`config.mk`:
```
export PLATFORM = sky130hd
export DESIGN_NAME = dlf_tap_select
export DESIGN_NICKNAME = d
export VERILOG_FILES = /design/src/rtl/dlf_tap_pkg.sv /design/src/rtl/dlf_persist_filter.sv /design/src/rtl/dlf_tap_shifter.sv /design/src/rtl/dlf_tap_select.sv
export SDC_FILE = /design/constraint.sdc
export NUM_CORES = 1
export LEC_CHECK = 0
export CAP_MARGIN = 20
export CORE_AREA = 10 10 47 49
export CTS_BUF_LIST = sky130_fd_sc_hd__clkbuf_4 sky130_fd_sc_hd__clkbuf_8 sky130_fd_sc_hd__clkbuf_16
export DETAILED_ROUTE_END_ITERATION = 7
export DIE_AREA = 0 0 57 59
export SETUP_SLACK_MARGIN = 0.05
export SLEW_MARGIN = 20
export SYNTH_ARGS = -nofsm -noshare
export SYNTH_HDL_FRONTEND = slang
export SYNTH_SLANG_ARGS = --single-unit
```
`constraint.sdc`:
```
create_clock -name clk -period 2.53 [get_ports clk]
set_input_delay 0.506 -clock clk [delete_from_list [all_inputs] [get_ports clk]]
set_output_delay 0.506 -clock clk [all_outputs]
set_load 0.01 [all_outputs]
```
`src/rtl/dlf_tap_pkg.sv`:
```
package dlf_tap_pkg;

  // Single-cycle shift commands from the filter to the tap shifter
  typedef struct packed {
    logic up;
    logic dn;
  } shiftCmd_t;

  // Direction whose persistence is currently being counted
  typedef enum logic [1:0] {
    DIR_IDLE = 2'd0,
    DIR_UP   = 2'd1,
    DIR_DN   = 2'd2
  } dir_e;

endpackage

```
`src/rtl/dlf_persist_filter.sv`:
```
module dlf_persist_filter
  import dlf_tap_pkg::*;
#(
  parameter int PERSIST_CYCLES = 3
) (
  input  logic      clk,
  input  logic      rstN,
  input  logic      upReq,
  input  logic      dnReq,
  output shiftCmd_t cmd
);

  localparam int CNT_W = $clog2(PERSIST_CYCLES + 1);
  localparam logic [CNT_W-1:0] LAST_CNT = CNT_W'(PERSIST_CYCLES - 1);
  localparam logic [CNT_W-1:0] ONE_CNT  = CNT_W'(1);

  dir_e            dirQ, dirNxt;
  logic [CNT_W-1:0] cntQ, cntNxt;
  logic            fireUp, fireDn;
  logic            cleanUp, cleanDn;

  // Coincident requests cancel to "no request"
  assign cleanUp = upReq & ~dnReq;
  assign cleanDn = dnReq & ~upReq;

  always_comb begin
    dirNxt = DIR_IDLE;
    cntNxt = '0;
    fireUp = 1'b0;
    fireDn = 1'b0;
    if (cleanUp) begin
      if (dirQ == DIR_UP && cntQ == LAST_CNT) begin
        fireUp = 1'b1;
      end else if (dirQ == DIR_UP) begin
        dirNxt = DIR_UP;
        cntNxt = cntQ + ONE_CNT;
      end else begin
        dirNxt = DIR_UP;
        cntNxt = ONE_CNT;
      end
    end else if (cleanDn) begin
      if (dirQ == DIR_DN && cntQ == LAST_CNT) begin
        fireDn = 1'b1;
      end else if (dirQ == DIR_DN) begin
        dirNxt = DIR_DN;
        cntNxt = cntQ + ONE_CNT;
      end else begin
        dirNxt = DIR_DN;
        cntNxt = ONE_CNT;
      end
    end
  end

  always_ff @(posedge clk) begin
    if (!rstN) begin
      dirQ   <= DIR_IDLE;
      cntQ   <= '0;
      cmd.up <= 1'b0;
      cmd.dn <= 1'b0;
    end else begin
      dirQ   <= dirNxt;
      cntQ   <= cntNxt;
      cmd.up <= fireUp;
      cmd.dn <= fireDn;
    end
  end


  strobe_exclusive_chk: assert property (@(posedge clk) disable iff (!rstN)
    !(cmd.up && cmd.dn));


  up_no_repeat_chk: assert property (@(posedge clk) disable iff (!rstN)
    cmd.up |=> !cmd.up);


  dn_no_repeat_chk: assert property (@(posedge clk) disable iff (!rstN)
    cmd.dn |=> !cmd.dn);


  up_needs_clean_req_chk: assert property (@(posedge clk) disable iff (!rstN)
    (!upReq || dnReq) |=> !cmd.up);


  dn_needs_clean_req_chk: assert property (@(posedge clk) disable iff (!rstN)
    (!dnReq || upReq) |=> !cmd.dn);

endmodule

```
`src/rtl/dlf_tap_shifter.sv`:
```
module dlf_tap_shifter
  import dlf_tap_pkg::*;
#(
  parameter int NUM_TAPS = 3
) (
  input  logic                clk,
  input  logic                rstN,
  input  shiftCmd_t           cmd,
  output logic [NUM_TAPS-1:0] tapSel
);

  localparam logic [NUM_TAPS-1:0] RST_SEL = NUM_TAPS'(1);

  logic [NUM_TAPS-1:0] nxtSel;
  logic                doUp, doDn;

  // Saturate at either end of the tap range
  assign doUp = cmd.up & ~tapSel[NUM_TAPS-1];
  assign doDn = cmd.dn & ~tapSel[0];

  for (genvar g = 0; g < NUM_TAPS; g++) begin : g_bit
    logic fromBelow, fromAbove;
    if (g == 0) begin : g_lo
      assign fromBelow = 1'b0;
    end else begin : g_lo
      assign fromBelow = tapSel[g-1];
    end
    if (g == NUM_TAPS - 1) begin : g_hi
      assign fromAbove = 1'b0;
    end else begin : g_hi
      assign fromAbove = tapSel[g+1];
    end
    assign nxtSel[g] = doUp ? fromBelow : (doDn ? fromAbove : tapSel[g]);
  end

  always_ff @(posedge clk) begin
    if (!rstN) tapSel <= RST_SEL;
    else       tapSel <= nxtSel;
  end


  onehot_sel_chk: assert property (@(posedge clk) disable iff (!rstN)
    $countones(tapSel) == 1);


  shift_up_chk: assert property (@(posedge clk) disable iff (!rstN)
    (cmd.up && !tapSel[NUM_TAPS-1]) |=> tapSel == ($past(tapSel) << 1));


  shift_dn_chk: assert property (@(posedge clk) disable iff (!rstN)
    (cmd.dn && !tapSel[0]) |=> tapSel == ($past(tapSel) >> 1));


  saturate_chk: assert property (@(posedge clk) disable iff (!rstN)
    ((cmd.up && tapSel[NUM_TAPS-1]) || (cmd.dn && tapSel[0])) |=> $stable(tapSel));


  hold_when_idle_chk: assert property (@(posedge clk) disable iff (!rstN)
    (!cmd.up && !cmd.dn) |=> $stable(tapSel));

endmodule

```
`src/rtl/dlf_tap_select.sv`:
```
module dlf_tap_select
  import dlf_tap_pkg::*;
#(
  parameter int PERSIST_CYCLES = 3,
  parameter int NUM_TAPS       = 3
) (
  input  logic                clk,
  input  logic                rstN,
  input  logic                upReq,
  input  logic                dnReq,
  output logic                upStrobe,
  output logic                dnStrobe,
  output logic [NUM_TAPS-1:0] tapSel
);

  shiftCmd_t shiftCmd;

  dlf_persist_filter #(.PERSIST_CYCLES(PERSIST_CYCLES)) i_filter (
    .clk   (clk),
    .rstN  (rstN),
    .upReq (upReq),
    .dnReq (dnReq),
    .cmd   (shiftCmd)
  );

  dlf_tap_shifter #(.NUM_TAPS(NUM_TAPS)) i_shifter (
    .clk    (clk),
    .rstN   (rstN),
    .cmd    (shiftCmd),
    .tapSel (tapSel)
  );

  assign upStrobe = shiftCmd.up;
  assign dnStrobe = shiftCmd.dn;

endmodule

```
# [Word level (Yosys, flattened, before mapping)]
# Cells that the tools add are included.
[word_totals] wordCells=42 input_bits=4 reg_bits=9 out_inout_bits=5
[op_classes] reduce_logical=5 n_addsub=1 muxes=18 n_bitwise=10 eq_ne=3
[op_table] operator="2-to-1 mux 2 bit" count=9
[op_table] operator="2-to-1 mux 1 bit" count=9
[op_table] operator="NOT 1 bit" count=6
[op_table] operator="bitwise AND 1 bit" count=4
[op_table] operator="== test 2 bit, second input constant" count=2
[op_table] operator="OR reduction 3 bit" count=1
[op_table] operator="adder 2 x 1 -> 2 bit, second input constant" count=1
[op_table] operator="== test 2 x 1 -> 1 bit, second input constant" count=1
[op_table] operator="logical AND 1 bit" count=2
[op_table] operator="AND reduction 2 bit" count=1
[op_table] operator="nonzero test 2 bit" count=1

# [Logic depth before layout (Yosys ltp)]
# Gate-level depths: netlist of the first run.
[depth] ltp_word=5 ltp_mapped=4

# [Modules after synthesis]
# From an unflattened synthesis of the first run, not the netlist that was laid out.
[hier_totals] cells_unflattened=43 hier_area_um2=372.9
[modules_own_cells] module="dlf_persist_filter" area_each_um2=240.2 seq_area_each_um2=120.1 instances=1 cells_each=27
[modules_own_cells] module="dlf_tap_shifter" area_each_um2=132.6 seq_area_each_um2=60.1 instances=1 cells_each=16

# [Worst setup path after synthesis of the first run]
# Ideal clock, no wire load.
[synth_path] kind="input port to flip-flop" from="input port dnReq" to="register i_filter.cntQ[1]" setup_slack_ns=1.371 arrival_time_ns=1.060 path_stages=3 cell_sequence="nor2b_2 > nand2_2 > a2111oi_4"
[synth_via] elab_chain_cells=3 elab_cells_between_ends=5 cone_classes="2 x mux; 3 x bitwise"
[synth_lines] element="from (decl)" line="dlf_tap_select.sv:10" source="input logic dnReq,"
[synth_lines] element="bitwise AND 1 bit / NOT 1 bit (equally long branches)" line="dlf_persist_filter.sv:24, dlf_persist_filter.sv:23"
[synth_lines] element="2-to-1 mux 2 bit / bitwise AND 1 bit (equally long branches)" line="dlf_persist_filter.sv:41, dlf_persist_filter.sv:23"
[synth_lines] element="2-to-1 mux 2 bit (*)" line="dlf_persist_filter.sv:31" source="if (cleanUp) begin"
[synth_lines] element="to (signal assigned)" line="dlf_persist_filter.sv:62" source="cntQ <= cntNxt;"
[synth_lines] element="to (decl)" line="dlf_persist_filter.sv:18" source="logic [CNT_W-1:0] cntQ, cntNxt;"
# Mark *: on every way between the ends. The rest lies on a longest branch, timed or not.
# A chain may end at the register's enable or synchronous reset.

# [Worst setup path in the final report of the first run]
[layout_path] from="register i_shifter.tapSel[1]" to="output port tapSel[1]"
[layout_rtl] element="from (decl)" line="dlf_tap_shifter.sv:9" source="output logic [NUM_TAPS-1:0] tapSel"
[layout_rtl] element="from (signal assigned)" line="dlf_tap_shifter.sv:38" source="else tapSel <= nxtSel;"
[layout_rtl] element="to (decl)" line="dlf_tap_select.sv:13" source="output logic [NUM_TAPS-1:0] tapSel"
# No word-level cell between the ends.

==> flow_metrics.py, run 1 <==
metrics = {
    "status": {
        "status": "finished, final reports clean",
    },
    "logic_synthesis": {
        "synth-seq-cells": 9,
        "synth-edff-count": 0,
        "synthMuxAreaShare_pct": 2.55,
        "avgSynthCellArea_um2": 9.58,
        "synth_area_leaders": "dfxtp_1, a2111oi_4, a21oi_1",
        "ys_async_sr_fraction_pct": 0,
        "synthesis.area_um2": 393,
        "synth_fa_ha_area_share_pct": 3.18,
        "syn_inst": 41,
        "yosys.area_share.simple_pct": 26.1,
        "synth_top_family_by_area": "simple AND/OR/NAND/NOR gates",
        "synth_compound_area_share_pct": 20.4,
        "ys.flop_type": "dfxtp_1",
        "yosysWarnings": 0,
        "synth_area_leader_cell": "dfxtp_1",
        "yosysTopAreaCellShare_pct": 45.9,
        "synth-xor-area-share_pct": 0,
        "synth_cell_types": 18,
        "synth-seq-area-share_pct": 45.9,
        "synth_most_common_cell": "dfxtp_1",
        "syn_nets": 46,
        "ys_top_cells_by_count": "dfxtp_1, a21oi_1, nand2_1, nor2_1, o21ai_0",
    },
    "placed_design": {
        "io_buffers": 8,
        "dp_hpwl_um": 614,
        "place.gp.congestion": 0.691,
    },
    "sta": {
        "post-route-period-util_pct": 67.9,
        "rsz0062_at_grt": "false",
        "min_period_ps": 1720,
        "worst_pin_slew_ps": 260,
        "setup_tns_ps": 0,
        "maxSlewHeadroom_pct": 82.6,
        "setup_viol": 0,
        "max_freq_mhz": 582,
        "hold_viol": 0,
        "drv_slew": 0,
        "finClkSkew_ps": 6.64,
    },
    "power_and_ir_drop": {
        "power.total_mw": 0.286,
        "leakagePower_nw": 0.187,
        "max-vdd-ir-drop_uv": 266,
        "power_density_nw_per_um2": 547,
    },
    "critical_path": {
        "cp_max_fo": 5,
        "worstRegToRegCells": 3,
        "path_cells": "clkdlybuf4s50_1",
        "reg2reg_slack_ps": 1460,
        "cp_slowest_cell": "clkdlybuf4s50_1",
        "cp-start-kind": "flip-flop",
        "cp.required_ps": 2020,
        "arrival_ps": 1210,
        "crit_path_max_incr_delay_ps": 560,
        "worst-path-buf-inv": 1,
        "crit_family": "buffers and inverters",
        "path_class": "reg -> out",
        "critPathCaptureType": "output port",
        "r2r-start": "i_filter.cntQ[0]",
        "r2r-end": "i_filter.cntQ[1]",
    },
    "clock_network": {
        "cts_buffers": 3,
        "htreeDepth": 1,
        "ctsResizeCount": 0,
        "ctsHoldBuffers": 0,
        "cts.clk_slew.worst_paths_ps": 60,
        "root_buffer": "clkbuf_4",
        "cts_tree": "done",
        "cts_sinks": 9,
        "clockBufferDepth": 2,
        "insertion_delay_ps": 260,
        "post_cts_buffers": 0,
    },
    "detailed_routing": {
        "num_vias": 312,
        "drc": 0,
        "routedWlPerCell_um": 11.1,
        "drt-pass1-iter-count": 2,
        "vias_per_cell": 4.52,
        "antenna_left": 0,
        "drt-initial-drc-count": 3,
        "drt-total-wl_um": 764,
    },
    "hold_path": {
        "min_to": "i_shifter.tapSel[2]",
        "hold_start": "i_filter.cmd[1]",
        "min_path_cells": 2,
        "min_path_type": "reg -> reg",
    },
    "global_routing": {
        "grt_first_pass_wirelength_mm": 1.24,
        "antenna_found_initial": 0,
        "grt_max_degree": 7,
        "grt.overflow.total": 0,
        "grtUsageMet3_pct": 4.94,
        "top_usage_layer": "met2",
        "grtUsageMet2_pct": 6.82,
        "met1_usage_pct": 4.66,
        "grt_pass1_vias": 277,
        "grt_usage_pct": 4.85,
    },
    "run": {
        "maxCapViolCount": 0,
    },
    "die": {
        "io_pins": 9,
        "core_um2": 1400,
        "die_area_um2": 3360,
        "die_y_um": 59,
        "row_count": 14,
        "chipWidth_um": 57,
        "start_util_pct": 28.0,
    },
    "finish": {
        "antenna_cells": 0,
        "final_layout_size_suffix_gt1_share_pct": 18.9,
        "fin_nets": 59,
        "area_delta_synth_final_pct": 33.1,
    },
}
worst min-delay path, cell delays in order (launching register included):
cell and delay [ps]:
dfxtp_1 330, nand3b_1 90, a21oi_1 60
flip-flops by register name, summed over array words and instances, names as in the netlist:
signal and flops:
i_filter.cmd 2, i_filter.cntQ 2, i_filter.dirQ 2, i_shifter.tapSel 3
per-layer routing:
metal | part of all wire [%] | routed length, µm
met1 | 45 | 340
met2 | 45 | 343
met3 | 9.4 | 72
met4 | 1.0 | 8
met5 | 0 | 0
how the worst max path moves through the flow:
stage	start	endpoint	slack (ps)	depth (start not counted)
after detailed placement	dnReq	i_filter.cntQ[1]	820	4
after floorplan	dnReq	i_filter.cntQ[1]	1370	3
final	i_shifter.tapSel[1]	tapSel[1]	810	1
after CTS	i_shifter.tapSel[1]	tapSel[1]	790	1
after global placement	dnReq	i_filter.cntQ[1]	840	4
after global routing	i_shifter.tapSel[1]	tapSel[1]	750	1
layout by cell type, fill, tap and decap left out, drive strengths merged:
cell	netlist	layout
a31oi	1	1
inv	2	2
o21ai	3	3
nor2	4	4
dfxtp	9	9
mux2i	1	1
nor2b	4	4
ha	1	1
clkdlybuf4s50	0	8
a21oi	4	4
and2b	2	2
a2111oi	1	1
o221a	1	1
clkbuf	0	4
nand2b	1	1
nand3b	1	1
nand2	6	6
report_power, final:
part | internal [mW] | leakage [nW] | total [mW] | switching (mW)
Combinational | 0.0103 | 0.0956 | 0.0196 | 0.00932
Sequential | 0.144 | 0.0731 | 0.145 | 0.00115
Clock | 0.0715 | 0.0184 | 0.121 | 0.0499
Total | 0.226 | 0.187 | 0.286 | 0.0604
logic make-up after synthesis:
family / after synthesis
AO/OA/AOI/OAI: 10
flip-flops: 9
multiplexers: 1
AND/OR/NAND/NOR: 18
adder cells (fa/ha/maj): 1
buffers and inverters: 2
final cells by class:
cell class	count	area (µm²)
Clock buffer	4	30.0
Fill cell	145	878
Inverter	2	7.51
Multi-Input combinational cell	30	205
Sequential cell	9	180
Tap cell	16	20.0
Timing Repair Buffer	8	80.1
stage by stage:
| step | hold WS (ps) | cell area (µm²) | cells | worst slack (ps) | util (%) |
|---|---|---|---|---|---|
| 3_3_place_gp | 512 | 493 | 65 | 845 | 35.2 |
| 3_5_place_dp | 507 | 493 | 65 | 825 | 35.2 |
| 5_1_grt | 543 | 523 | 69 | 750 | 37.3 |
| 4_1_cts | 514 | 523 | 69 | 792 | 37.3 |
| 6_report | 514 | 523 | 69 | 812 | 37.3 |
| 2_1_floorplan | 516 | 393 | 41 | 1370 | - |
(Power assumes the default switching activity.)
==> inputs of run 2 (changes only) <==
==> constraint.sdc (replaced) <==
create_clock -name clk -period 1.5 [get_ports clk]
set_input_delay 0.3 -clock clk [delete_from_list [all_inputs] [get_ports clk]]
set_output_delay 0.3 -clock clk [all_outputs]
set_load 0.01 [all_outputs]
==> flow_metrics.py, run 2 (same netlist as run 1, synthesis figures left out) <==
metrics = {
    "status": {
        "status": "finished, final reports clean",
    },
    "placed_design": {
        "place_area_um2": 500,
        "dp_hpwl_um": 622,
        "io_buffers": 8,
        "place.gp.congestion": 0.696,
    },
    "critical_path": {
        "critPathCaptureType": "output port",
        "cp_slowest_cell": "dfxtp_1",
        "arrival_ps": 940,
        "path_depth": 1,
        "path_cells": "dlygate4sd2_1",
        "cp_max_fo": 5,
        "path_class": "reg -> out",
        "cp.required_ps": 1200,
        "cp-start-kind": "flip-flop",
        "crit_family": "flip-flops",
        "worst-path-buf-inv": 1,
        "crit_path_max_incr_delay_ps": 390,
        "worstRegToRegCells": 3,
    },
    "sta": {
        "rsz0062_at_grt": "false",
        "hold_viol": 0,
        "worst_pin_slew_ps": 259,
        "finClkSkew_ps": 5.61,
        "setup_tns_ps": 0,
        "min_period_ps": 1240,
        "maxSlewHeadroom_pct": 82.7,
        "drv_slew": 0,
        "setup_viol": 0,
        "max_freq_mhz": 805,
        "post-route-period-util_pct": 82.8,
    },
    "finish": {
        "final_layout_size_suffix_gt1_share_pct": 20.4,
        "final_cell_mix": "dfxtp_1, dlygate4sd2_1",
        "fillers": 153,
        "antenna_cells": 0,
        "top_register": "i_shifter.tapSel",
        "fin_nets": 60,
        "final_area_um2": 524,
        "area_delta_synth_final_pct": 33.4,
        "final_common_cell": "dfxtp_1",
        "largest_register_ff_count": 3,
    },
    "clock_network": {
        "htreeDepth": 1,
        "insertion_delay_ps": 260,
        "cts_tree": "done",
        "cts.clk_slew.worst_paths_ps": 60,
        "root_buffer": "clkbuf_4",
        "cts_sinks": 9,
        "cts_buffers": 3,
        "post_cts_buffers": 0,
        "clockBufferDepth": 2,
    },
    "global_routing": {
        "antenna_found_initial": 0,
        "grt_max_degree": 6,
        "grt_first_pass_wirelength_mm": 1.35,
        "grt.overflow.total": 0,
        "grt_usage_pct": 5.20,
        "grt_pass1_vias": 311,
    },
    "die": {
        "io_pins": 9,
        "die_area_um2": 3360,
        "die_y_um": 59,
        "chipWidth_um": 57,
        "core_um2": 1400,
        "row_count": 14,
        "start_util_pct": 28.0,
    },
    "run": {
        "maxCapViolCount": 0,
    },
    "detailed_routing": {
        "drt-initial-drc-count": 6,
        "vias_per_cell": 4.49,
        "routedWlPerCell_um": 11.2,
        "num_vias": 314,
        "antenna_left": 0,
        "drt-total-wl_um": 787,
        "drc": 0,
        "drt-pass1-iter-count": 2,
    },
    "hold_path": {
        "min_path_cells": 2,
        "min_path_type": "reg -> reg",
    },
    "power_and_ir_drop": {
        "max-vdd-ir-drop_uv": 458,
        "leakagePower_nw": 0.209,
        "power_density_nw_per_um2": 923,
    },
}
[run 2: cell types whose count changed in the layout (fill, tap and decap cells not counted), sizes merged]
cell and delta:
clkdlybuf4s50 -5, dlygate4sd2 +5, buf +1
[run 2: final cells by class]
type	count	area (µm²)	share of cell area [%]
clock buffers	4	30.0	5.73
inverters	2	7.51	1.43
multi-input cells	30	205	39.1
flip-flops and latches	9	180	34.4
well taps	16	20.0	3.82
repair buffers	9	81.3	15.5
[run 2: what timing repair did]
item / 4_1_cts / 5_1_grt
setup endpoints to repair: 5 / 0
endpoints found under the hold margin: 0 / 0
gates resized for setup: 5 / 0
hold buffers: 0 / 0
[run 2: path summary, 6_finish.rpt]
check | startpoint | endpoint | slack, ps
setup / recovery | i_shifter.tapSel[1] | tapSel[1] | 260
setup reg to reg | i_filter.cntQ[0] | i_filter.cntQ[1] | 440
hold reg to reg | i_filter.cmd[1] | i_shifter.tapSel[2] | 510
hold / removal | i_filter.cmd[1] | i_shifter.tapSel[2] | 510
[run 2: power by group]
group,leakage (nW),switching [mW],total [mW],internal [mW]
combinational,0.118,0.0161,0.0351,0.0190
sequential,0.0731,0.00185,0.245,0.243
clock,0.0184,0.0832,0.204,0.121
[run 2: stage by stage]
stage               utilization [%]  hold slack [ps]  std cells  total power [mW]  setup WS, ps
finish                         37.4              506         70             0.484           258
global route                   37.4              544         70             0.517           191
CTS                            37.4              512         70             0.497           243
detailed placement             35.7              505         66             0.286          9.16
global placement               35.7              511         66             0.286          21.8
floorplan                         -              376         41             0.270           506
[run 2: worst min-delay path: stages, from the launching register on]
cell and delay, ps:
dfxtp_1 320, nand3b_1 80, a21oi_1 60
[run 2: routing by layer]
| metal | wire length (µm) | vias up | global-route usage, % |
|---|---|---|---|
| met1 | 356 | 139 | 5.27 |
| met4 | 0 | 0 | 2.01 |
| met5 | 0 | - | 0 |
| met3 | 63 | 0 | 4.72 |
| li1 | - | 167 | - |
| met2 | 367 | 8 | 7.44 |
==> inputs of run 3 (changes only) <==
==> constraint.sdc (replaced) <==
create_clock -name clk -period 1.24 [get_ports clk]
set_input_delay 0.248 -clock clk [delete_from_list [all_inputs] [get_ports clk]]
set_output_delay 0.248 -clock clk [all_outputs]
set_load 0.01 [all_outputs]
==> flow_metrics.py, run 3 (same netlist as run 1, synthesis figures left out) <==
metrics = {
    "finish": {
        "final_layout_size_suffix_gt1_share_pct": 30.6,
        "final_cell_mix": "dfxtp_1, buf_4",
        "antenna_cells": 0,
        "fin_nets": 68,
        "final_area_um2": 586,
        "largest_register_ff_count": 3,
        "area_delta_synth_final_pct": 49.0,
        "top_register": "i_shifter.tapSel",
        "fin_cells": 78,
    },
    "sta": {
        "timing.hold.ws_ps": 558,
        "worst_pin_slew_ps": 258,
        "min_period_ps": 1150,
        "setup_tns_ps": 0,
        "maxSlewHeadroom_pct": 82.8,
        "max_freq_mhz": 870,
        "setup_viol": 0,
        "post-route-period-util_pct": 92.7,
        "finClkSkew_ps": 3.19,
        "drv_slew": 0,
        "fin_ws_ps": 90.1,
        "hold_viol": 0,
        "rsz0062_at_grt": "false",
    },
    "placed_design": {
        "place.gp.congestion": 0.733,
        "place_area_um2": 561,
        "dp_worst_setup_slack_ps": -182,
        "dp_hpwl_um": 693,
        "dp.cells": 74,
        "io_buffers": 8,
    },
    "critical_path": {
        "cp_max_fo": 3,
        "worstRegToRegCells": 3,
        "critPathCaptureType": "flip-flop",
        "path_cells": "clkdlybuf4s50_1 > and2b_2 > nand2_2 > a2111oi_4",
        "cp.required_ps": 1400,
        "worst-path-buf-inv": 1,
        "arrival_ps": 1310,
        "cp_slowest_cell": "clkdlybuf4s50_1",
        "cp-start-kind": "input pin",
        "crit_family": "buffers and inverters",
        "path_class": "in -> reg",
        "path_depth": 4,
        "crit_path_max_incr_delay_ps": 510,
        "reg2reg_slack_ps": 180,
    },
    "global_routing": {
        "grt_pass1_vias": 307,
        "grt.overflow.total": 0,
        "grt_max_degree": 6,
        "antenna_found_initial": 0,
        "grt_usage_pct": 4.99,
        "grt_first_pass_wirelength_mm": 1.32,
    },
    "hold_path": {
        "min_path_type": "reg -> reg",
        "min_path_cells": 2,
    },
    "power_and_ir_drop": {
        "max-vdd-ir-drop_uv": 410,
        "leakagePower_nw": 0.245,
        "power_density_nw_per_um2": 1020,
    },
    "clock_network": {
        "clockBufferDepth": 2,
        "cts_sinks": 9,
        "post_cts_buffers": 0,
        "cts_buffers": 3,
        "cts.clk_slew.worst_paths_ps": 70,
        "root_buffer": "clkbuf_4",
        "cts_tree": "done",
        "htreeDepth": 1,
        "insertion_delay_ps": 260,
        "ctsHoldBuffers": 0,
    },
    "die": {
        "io_pins": 9,
        "start_util_pct": 28.0,
        "die_area_um2": 3360,
        "chipWidth_um": 57,
        "row_count": 14,
        "core_um2": 1400,
        "die_y_um": 59,
    },
    "detailed_routing": {
        "num_vias": 359,
        "drt-initial-drc-count": 8,
        "drt-pass1-iter-count": 6,
        "routedWlPerCell_um": 10.8,
        "antenna_left": 0,
        "vias_per_cell": 4.60,
        "drt-total-wl_um": 839,
        "drc": 0,
    },
    "run": {
        "maxCapViolCount": 0,
    },
    "status": {
        "status": "finished, final reports clean",
    },
}
==> run 3: timing repair <==
action                     CTS  global route
setup endpoints to repair    5             1
cloned                       0             0
hold endpoints to repair     0             0
gates resized for setup      5             1
==> run 3: final timing paths <==
check,start,endpoint
worst min-delay path,i_filter.dirQ[0],i_filter.dirQ[1]
worst max register to register,i_filter.cntQ[0],i_filter.cntQ[1]
worst min register to register,i_filter.dirQ[0],i_filter.dirQ[1]
worst max-delay path,upReq,i_filter.cntQ[1]
==> run 3: stage by stage <==
stage | total power [mW] | utilization [%]
global route | 0.623 | 41.8
CTS | 0.610 | 41.7
floorplan | 0.326 | -
detailed placement | 0.354 | 40.0
finish | 0.600 | 41.8
global placement | 0.353 | 40.0
==> run 3: cell type report <==
type / instances / area, µm²
flip-flops and latches: 9 / 180
repair buffers: 17 / 143
clock buffers: 4 / 30.0
inverters: 2 / 7.51
fillers: 142 / 816
multi-input cells: 30 / 205
well taps: 16 / 20.0
==> run 3: per-layer routing <==
layer	global-route usage, %	vias up	wire length, µm
met5	0	-	0
met4	3.02	0	8
met3	3.00	2	64
met2	8.06	11	422
met1	4.80	161	345
li1	-	185	-
==> run 3: tightest hold or removal path, delay by kind of cell, from the launching register on <==
kind,cells,cell delay (ps)
simple gates,1,60
flops,1,340
compound gates,1,130
==> run 3: power by group <==
| part | total [mW] | internal, mW | switching [mW] |
|---|---|---|---|
| logic | 0.0508 | 0.0294 | 0.0213 |
| registers | 0.296 | 0.294 | 0.00221 |
| clock network | 0.253 | 0.146 | 0.107 |
